## src/rtl/pa_pkg.sv

```systemverilog
package pa_pkg;
  typedef enum logic {EDGE_RISE = 1'b0, EDGE_FALL = 1'b1} edge_pol_e;
  typedef enum logic {MODE_DIVIDE = 1'b0, MODE_ENGINE = 1'b1} timing_mode_e;
endpackage

```

## src/rtl/pa_sync.sv

```systemverilog
module pa_sync #(
  parameter int STAGES = 2
) (
  input  logic clk,
  input  logic rst_n,
  input  logic d,
  output logic q
);
  logic [STAGES-1:0] chain_q;
  logic [STAGES-1:0] chain_n;

  always_comb begin
    chain_n[0] = d;
    for (int i = 1; i < STAGES; i++) chain_n[i] = chain_q[i-1];
  end

  always_ff @(posedge clk or negedge rst_n) begin
    if (!rst_n) chain_q <= '0;
    else        chain_q <= chain_n;
  end

  assign q = chain_q[STAGES-1];
endmodule

```

## src/rtl/pa_edge.sv

```systemverilog
module pa_edge
  import pa_pkg::*;
(
  input  logic      clk,
  input  logic      rst_n,
  input  logic      lvl,
  input  edge_pol_e pol,
  output logic      pulse
);
  logic prev_q;

  always_ff @(posedge clk or negedge rst_n) begin
    if (!rst_n) prev_q <= 1'b0;
    else        prev_q <= lvl;
  end

  assign pulse = (pol == EDGE_FALL) ? (prev_q & ~lvl) : (lvl & ~prev_q);
endmodule

```

## src/rtl/pa_divider.sv

```systemverilog
module pa_divider
  import pa_pkg::*;
#(
  parameter int DIV_W       = 4,
  parameter int DIV_DEFAULT = 4
) (
  input  logic             clk,
  input  logic             rst_n,
  input  timing_mode_e     mode,
  input  logic             restart,
  input  logic             ext_tick,
  input  logic [DIV_W-1:0] div_in,
  output logic             pix_en,
  output logic             line_start,
  output logic [DIV_W-1:0] div_q,
  output logic [DIV_W-1:0] cnt_q
);
  localparam logic [DIV_W-1:0] DIV_MIN = DIV_W'(2);
  localparam logic [DIV_W-1:0] DIV_RST = DIV_W'(DIV_DEFAULT);

  logic [DIV_W-1:0] cnt_n, div_n, div_clamped;
  logic             pix_q, pix_n, ls_q, ls_n, first_q, first_n;

  assign div_clamped = (div_in < DIV_MIN) ? DIV_MIN : div_in;

  always_comb begin
    cnt_n   = cnt_q;
    div_n   = div_q;
    first_n = first_q;
    pix_n   = 1'b0;
    ls_n    = 1'b0;
    if (restart) begin
      cnt_n   = '0;
      div_n   = div_clamped;
      first_n = 1'b1;
    end else if (mode == MODE_ENGINE) begin
      cnt_n = '0;
      if (ext_tick) begin
        pix_n   = 1'b1;
        ls_n    = first_q;
        first_n = 1'b0;
      end
    end else if (cnt_q >= div_q - 1'b1) begin
      cnt_n   = '0;
      pix_n   = 1'b1;
      ls_n    = first_q;
      first_n = 1'b0;
    end else begin
      cnt_n = cnt_q + 1'b1;
    end
  end

  always_ff @(posedge clk or negedge rst_n) begin
    if (!rst_n) begin
      cnt_q   <= '0;
      div_q   <= DIV_RST;
      first_q <= 1'b0;
      pix_q   <= 1'b0;
      ls_q    <= 1'b0;
    end else begin
      cnt_q   <= cnt_n;
      div_q   <= div_n;
      first_q <= first_n;
      pix_q   <= pix_n;
      ls_q    <= ls_n;
    end
  end

  assign pix_en     = pix_q;
  assign line_start = ls_q;
endmodule

```

## src/rtl/pixclk_align.sv

```systemverilog
module pixclk_align
  import pa_pkg::*;
#(
  parameter int DIV_W       = 4,
  parameter int DIV_DEFAULT = 4,
  parameter int SYNC_STAGES = 2
) (
  input  logic             clk_fast,
  input  logic             rst_n,
  input  logic             eng_clk,
  input  logic             hsync,
  input  logic             sync_mode,
  input  logic             edge_fall,
  input  logic [DIV_W-1:0] div_val,
  output logic             pix_en,
  output logic             line_start
);
  logic             rst_sn;
  logic             hs_s, eng_s;
  logic             edge_det, eng_rise;
  logic [DIV_W-1:0] div_q, cnt_q;
  timing_mode_e     mode;
  edge_pol_e        pol;

  assign mode = timing_mode_e'(sync_mode);
  assign pol  = edge_pol_e'(edge_fall);

  // reset: asserted asynchronously, released on the clock
  pa_sync #(.STAGES(2)) i_rst_sync (
    .clk(clk_fast), .rst_n(rst_n), .d(1'b1), .q(rst_sn)
  );

  pa_sync #(.STAGES(SYNC_STAGES)) i_hs_sync (
    .clk(clk_fast), .rst_n(rst_sn), .d(hsync), .q(hs_s)
  );

  pa_sync #(.STAGES(SYNC_STAGES)) i_eng_sync (
    .clk(clk_fast), .rst_n(rst_sn), .d(eng_clk), .q(eng_s)
  );

  pa_edge i_hs_edge (
    .clk(clk_fast), .rst_n(rst_sn), .lvl(hs_s), .pol(pol), .pulse(edge_det)
  );

  pa_edge i_eng_edge (
    .clk(clk_fast), .rst_n(rst_sn), .lvl(eng_s), .pol(EDGE_RISE), .pulse(eng_rise)
  );

  pa_divider #(.DIV_W(DIV_W), .DIV_DEFAULT(DIV_DEFAULT)) i_div (
    .clk(clk_fast), .rst_n(rst_sn), .mode(mode), .restart(edge_det),
    .ext_tick(eng_rise), .div_in(div_val), .pix_en(pix_en),
    .line_start(line_start), .div_q(div_q), .cnt_q(cnt_q)
  );
endmodule

```

## config.mk

```make
export PLATFORM = sky130hd
export DESIGN_NAME = pixclk_align
export DESIGN_NICKNAME = d
export VERILOG_FILES = /design/src/rtl/pa_pkg.sv /design/src/rtl/pa_sync.sv /design/src/rtl/pa_edge.sv /design/src/rtl/pa_divider.sv /design/src/rtl/pixclk_align.sv
export SDC_FILE = /design/constraint.sdc
export NUM_CORES = 1
export LEC_CHECK = 0
export BUFFER_PORTS_ARGS = -buffer_cell sky130_fd_sc_hd__buf_2
export CAP_MARGIN = 10
export CORE_MARGIN = 5
export CORE_UTILIZATION = 53
export DETAILED_ROUTE_END_ITERATION = 8
export GPL_TIMING_DRIVEN = 0
export PLACE_DENSITY = 0.75
export SYNTH_ARGS = -nofsm -noshare
export SYNTH_HDL_FRONTEND = slang
export SYNTH_SLANG_ARGS = --single-unit
```

## constraint.sdc

```tcl
create_clock -name clk_fast -period 0.8 [get_ports clk_fast]
set_input_delay 0.08 -clock clk_fast [delete_from_list [all_inputs] [get_ports clk_fast]]
set_output_delay 0.08 -clock clk_fast [all_outputs]
set_load 0.02 [all_outputs]
```

-- Yosys cells after proc, flatten, opt, wreduce, memory -nomap -nowiden
Cells that the tools add are included.
- input bits: 10
- output and inout port bits: 2
- word-level logic and storage cells: 40
- register bits: 19
- muxes and demuxes: 17
- equality and inequality tests: 1
- bitwise logic cells: 6
- magnitude comparators: 2
- reductions and logical operators: 2
- $add $sub $neg: 2
- operators with widths (kind ; number):
    2-to-1 mux 4 bit ; 4
    2-to-1 mux 1 bit ; 13
    adder 4 x 1 -> 4 bit, second input constant ; 1
    greater-or-equal comparator 4 bit ; 1
    < comparator 4 x 2 -> 1 bit, second input constant ; 1
    subtractor 4 x 1 -> 4 bit, second input constant ; 1
    AND 1 bit ; 3
    inequality test 3 x 1 -> 1 bit, second input constant ; 1
    inverter 1 bit ; 3
    nonzero test 3 bit ; 1
    AND reduction 2 bit ; 1

-- Logic depth before layout (Yosys ltp)
- depth in word-level cells: 5
- depth in mapped cells: 7

-- By module
A second synthesis with hierarchy kept.
- cells, all modules: 66
- area total of the unflattened synthesis: 855.8 µm²
- modules (own cells, without submodules) (module ; area an instance (µm²) ; times used ; cells each ; seq. area each (µm²)):
    pa_divider ; 603.1 ; 1 ; 50 ; 276.5
    pa_sync ; 50.0 ; 3 ; 2 ; 50.0
    pa_edge ; 47.5 ; 2 ; 4 ; 25.0
    pixclk_align ; 7.5 ; 1 ; 2 ; 0.0

-- Worst setup path before layout
No wires, ideal clock.
- kind: flip-flop to flip-flop
- start: register i_div.div_q[2]
- end: register i_div.ls_q (netlist: i_div.line_start)
- required time: 0.680 ns
- stages on the path, launching flop included: 7
- path slack: -0.854 ns
- arrival time: 1.534 ns
- library setup time: 0.120 ns
- buffers on the path: 0
- cell sequence: dfstp_2 nor3_1 xnor2_1 ha_1 a211oi_1 o21ai_1 and4_1
- cells in the longest elaborated chain, start to end: 5
- RTL lines (element ; line ; RTL):
    start, declared ; pa_divider.sv:15 ; output logic [DIV_W-1:0] div_q,
    start signal, assigned ; pa_divider.sv:62 ; div_q <= div_n;
    subtractor 4 x 1 -> 4 bit ; pa_divider.sv:43 ; end else if (cnt_q >= div_q - 1'b1) begin
    greater-or-equal comparator 4 bit ; pa_divider.sv:43 ;
    2-to-1 mux 1 bit ; pa_divider.sv:43 ;
    2-to-1 mux 1 bit ; pa_divider.sv:36 ; end else if (mode == MODE_ENGINE) begin
    2-to-1 mux 1 bit ; pa_divider.sv:32 ; if (restart) begin
    via i_div.ls_n ; pa_divider.sv:22 ; logic pix_q, pix_n, ls_q, ls_n, first_q, first_n;
    end signal, assigned ; pa_divider.sv:65 ; ls_q <= ls_n;
    end, declared ; pa_divider.sv:22 ;
The timed path passes the listed nets, and every way through them passes these cells.
A chain may end at the register's enable or synchronous reset.

-- Worst setup path in the final report
- start: register i_div.div_q[2]
- end: register i_div.cnt_q[2]
- cells in the longest elaborated chain, start to end: 5
- RTL lines (element ; line ; RTL):
    subtractor 4 x 1 -> 4 bit ; pa_divider.sv:43 ;
    greater-or-equal comparator 4 bit ; pa_divider.sv:43 ;
    2-to-1 mux 4 bit ; pa_divider.sv:43 ;
    2-to-1 mux 4 bit ; pa_divider.sv:36 ;
    2-to-1 mux 4 bit ; pa_divider.sv:32 ;
    via i_div.cnt_n[2] ; pa_divider.sv:21 ; logic [DIV_W-1:0] cnt_n, div_n, div_clamped;
    end signal, assigned ; pa_divider.sv:61 ; cnt_q <= cnt_n;
    end, declared ; pa_divider.sv:16 ; output logic [DIV_W-1:0] cnt_q
The timed path passes the listed nets, and every way through them passes these cells.

==> metrics <==
LEAKAGE 0.5129 nW; Via Count between 500 and 600; Cell Area, Synth 802.0 sq um; critical path class flip-flop to flip-flop; first-pass GRT wire length ~2400 um; Cells after Synth slightly above 60; worst hold start div_val[2]; ANT nets after route 0; Seq/Total Area, Yosys between 50% and 60%; worst slack, placed -903.4 ps; final weighted congestion in routability-driven placement 0.7846; Clock Skew around 0.57 ps; vias in the first global route ~530; # port buffers 11; H-tree depth 1; largest net degree at the start of global routing 18; setup violators final 13; Max Cap Viol 0; most frequent cells in the layout dfrtp_1 (17), buf_2 (9), buf_6 (6), ha_1 (5), buf_4 (5); clock latency on the worst-skew pair between 200 and 300 ps; Critical Path Source i_div.div_q[2]$_DFFE_PN1P_; iteration-0 DRC count of the detailed router 16; CTS root buf clkbuf_4; status finished with violations; Max clock buf depth 2; Syn Nets 78; commonest non-fill, non-tap cell in the layout dfrtp_1; Synth area leaders dfrtp_1 (56%), ha_1 (9.4%), mux2_4 (3.7%); count of cell types in the netlist 25; worst vdd rail ir drop between 1.5 and 2 mV; max-slew violation count 0; area used by multi-input combinational logic about 340 sq um; routed len/inst ~14 um; DRC viols 0; Starting Density between 50 and 60%; critical path data arrival time between 1500 and 2000 ps; die height ~49 um; WHS Path Cells 2; unrepaired setup endpoints after global routing true; Fillers 102; placed instance area between 800 and 900 sq um; number of vias per cell between 5 and 6; initial antenna violation count 0; GRT overflow 0; final cell area excluding filler cells 1064 sq um; I/O pin count 12; total power roughly 0.0022 W; Layout area overhead 32.61%; CTS sink count 19; Required @ worst endpoint 1020 ps; Mapped Avg Cell Area roughly 13 sq um; failing checks setup timing; Die Width just under 50 um; Die ar. 2391 sq um; register area approximately 480 sq um; TritonRoute pass-1 iters 4; largest area contributor in the netlist dfrtp_1; CP Launch Type flip-flop; diode count 0; WL final ~1400 um; minimum clock period 1691 ps; core area between 1000 and 1500 sq um; reg2reg path depth 7; Clk pin slew, worst setup/hold paths 100 ps; Synth Register Bits 19; fmax just under 600 MHz; maximum fanout along the worst path 4; Worst R2R Setup Slack -890 ps; Ys Warns 0; post-DP HPWL ~840 um; final worst slack -890.9 ps; Hold Path Class input port to flip-flop; TritonCTS buffer count 3; Final #Nets around 110; # rows 14; period utilization 211.4%; setup TNS -7996 ps; Setup crit end kind flip-flop; gr usage total roughly an eighth; fin util a little over 70%; CTS tree done; share of layout cells above drive strength 1 a little over two fifths; Reg-to-Reg Start i_div.div_q[2]$_DFFE_PN1P_; Final Hold Vio Count 0; Yosys top cell area share a little under three fifths; PwrDens ~2100 nW/um^2
[report_power, final]
group	switching [W]	total, W	internal [W]	leakage (nW)
Clock	0.000272	0.000466	0.000194	0.0150
Sequential	0.0000932	0.00117	0.00108	0.230
Combinational	0.000265	0.000575	0.000311	0.268
[synthesized netlist by cell type]
| cell type | n |
|---|---|
| a21o_1 | 1 |
| dfstp_2 | 1 |
| o31ai_1 | 1 |
| mux2_4 | 2 |
| and4_1 | 1 |
| o21ai_1 | 1 |
| mux2i_1 | 2 |
| nor2_1 | 3 |
| ha_1 | 6 |
| a21oi_1 | 1 |
| nor3_1 | 5 |
| nor3b_1 | 1 |
| xor2_1 | 1 |
| o21ai_0 | 1 |
| o211ai_1 | 1 |
| dfrtp_1 | 18 |
| inv_1 | 5 |
| xnor2_1 | 3 |
| a211oi_1 | 2 |
| conb_1 | 1 |
| nand3_1 | 1 |
| and3_1 | 1 |
| a31oi_1 | 1 |
| and3b_1 | 1 |
| buf_6 | 1 |
[metal layers]
metal | up-vias | wire length, um | global-route usage, %
li1 | 270 | - | -
met1 | 257 | 702 | 18.00
met2 | 15 | 631 | 17.83
met3 | 2 | 66 | 3.670
met4 | 0 | 13 | 4.036
met5 | - | 0 | 0
[critical path, cell delays in order, from the launching register on]
cell and delay [ps]:
dfstp_2 560, nor3_2 50, xnor2_1 120, ha_1 300
a211oi_2 200, o21ai_2 110, buf_6 150, nor3_2 140
[flip-flops by register name, summed over array words and instances (netlist names)]
register            cells
i_eng_sync.chain_q      2
i_div.div_q             4
i_hs_edge.prev_q        1
i_hs_sync.chain_q       2
i_div.pix_en            1
i_div.first_q           1
i_div.line_start        1
i_div.cnt_q             4
i_rst_sync.chain_q      2
i_eng_edge.prev_q       1
[per-stage QoR]
stage | instances | hold slack [ps]
6_report | 104 | 52.82
4_1_cts | 101 | 31.44
3_5_place_dp | 89 | -133.4
5_1_grt | 104 | 59.61
3_3_place_gp | 89 | -135.7
2_1_floorplan | 62 | -215.6
[worst paths after layout]
| path | endpoint |
|---|---|
| max in group asynchronous | i_div.div_q[2]$_DFFE_PN1P_ |
| max | i_div.cnt_q[2]$_DFF_PN0_ |
| min reg2reg | i_div.div_q[3]$_DFFE_PN0P_ |
| min | i_div.div_q[2]$_DFFE_PN1P_ |
| max reg2reg | i_div.cnt_q[2]$_DFF_PN0_ |
| min in group asynchronous | i_rst_sync.chain_q[1]$_DFF_PN0_ |
[layout make-up]
type / instances / share of cell area [%]
flip-flops and latches: 19 / 44.94
plain buffers: 1 / 1.059
well taps: 16 / 1.882
inverters: 5 / 1.765
clock buffers: 4 / 2.471
repair buffers: 22 / 15.88
multi-input cells: 37 / 32.00
[cell families (layout without fill, tap and decap cells)]
logic type               count (synthesis)  after routing  synth area share [%]
AO/OA/AOI/OAI                            9              9                 7.331
XOR/XNOR                                 4              4                 4.369
adder cells (fa/ha/maj)                  6              6                 9.360
buffers and inverters                    6             32                 3.744
flip-flops                              19             19                 59.44
multiplexers                             4              4                 6.240
other                                    1              1                0.4676
AND/OR/NAND/NOR                         13             13                 9.048
[timing repair]
action	4_1_cts	5_1_grt
resized for setup	9	7
hold endpoints to repair	4	0
pin swaps	2	3
setup buffers	5	3
hold buffers	3	0
setup endpoints to repair	13	30
(Power assumes the default switching activity.)
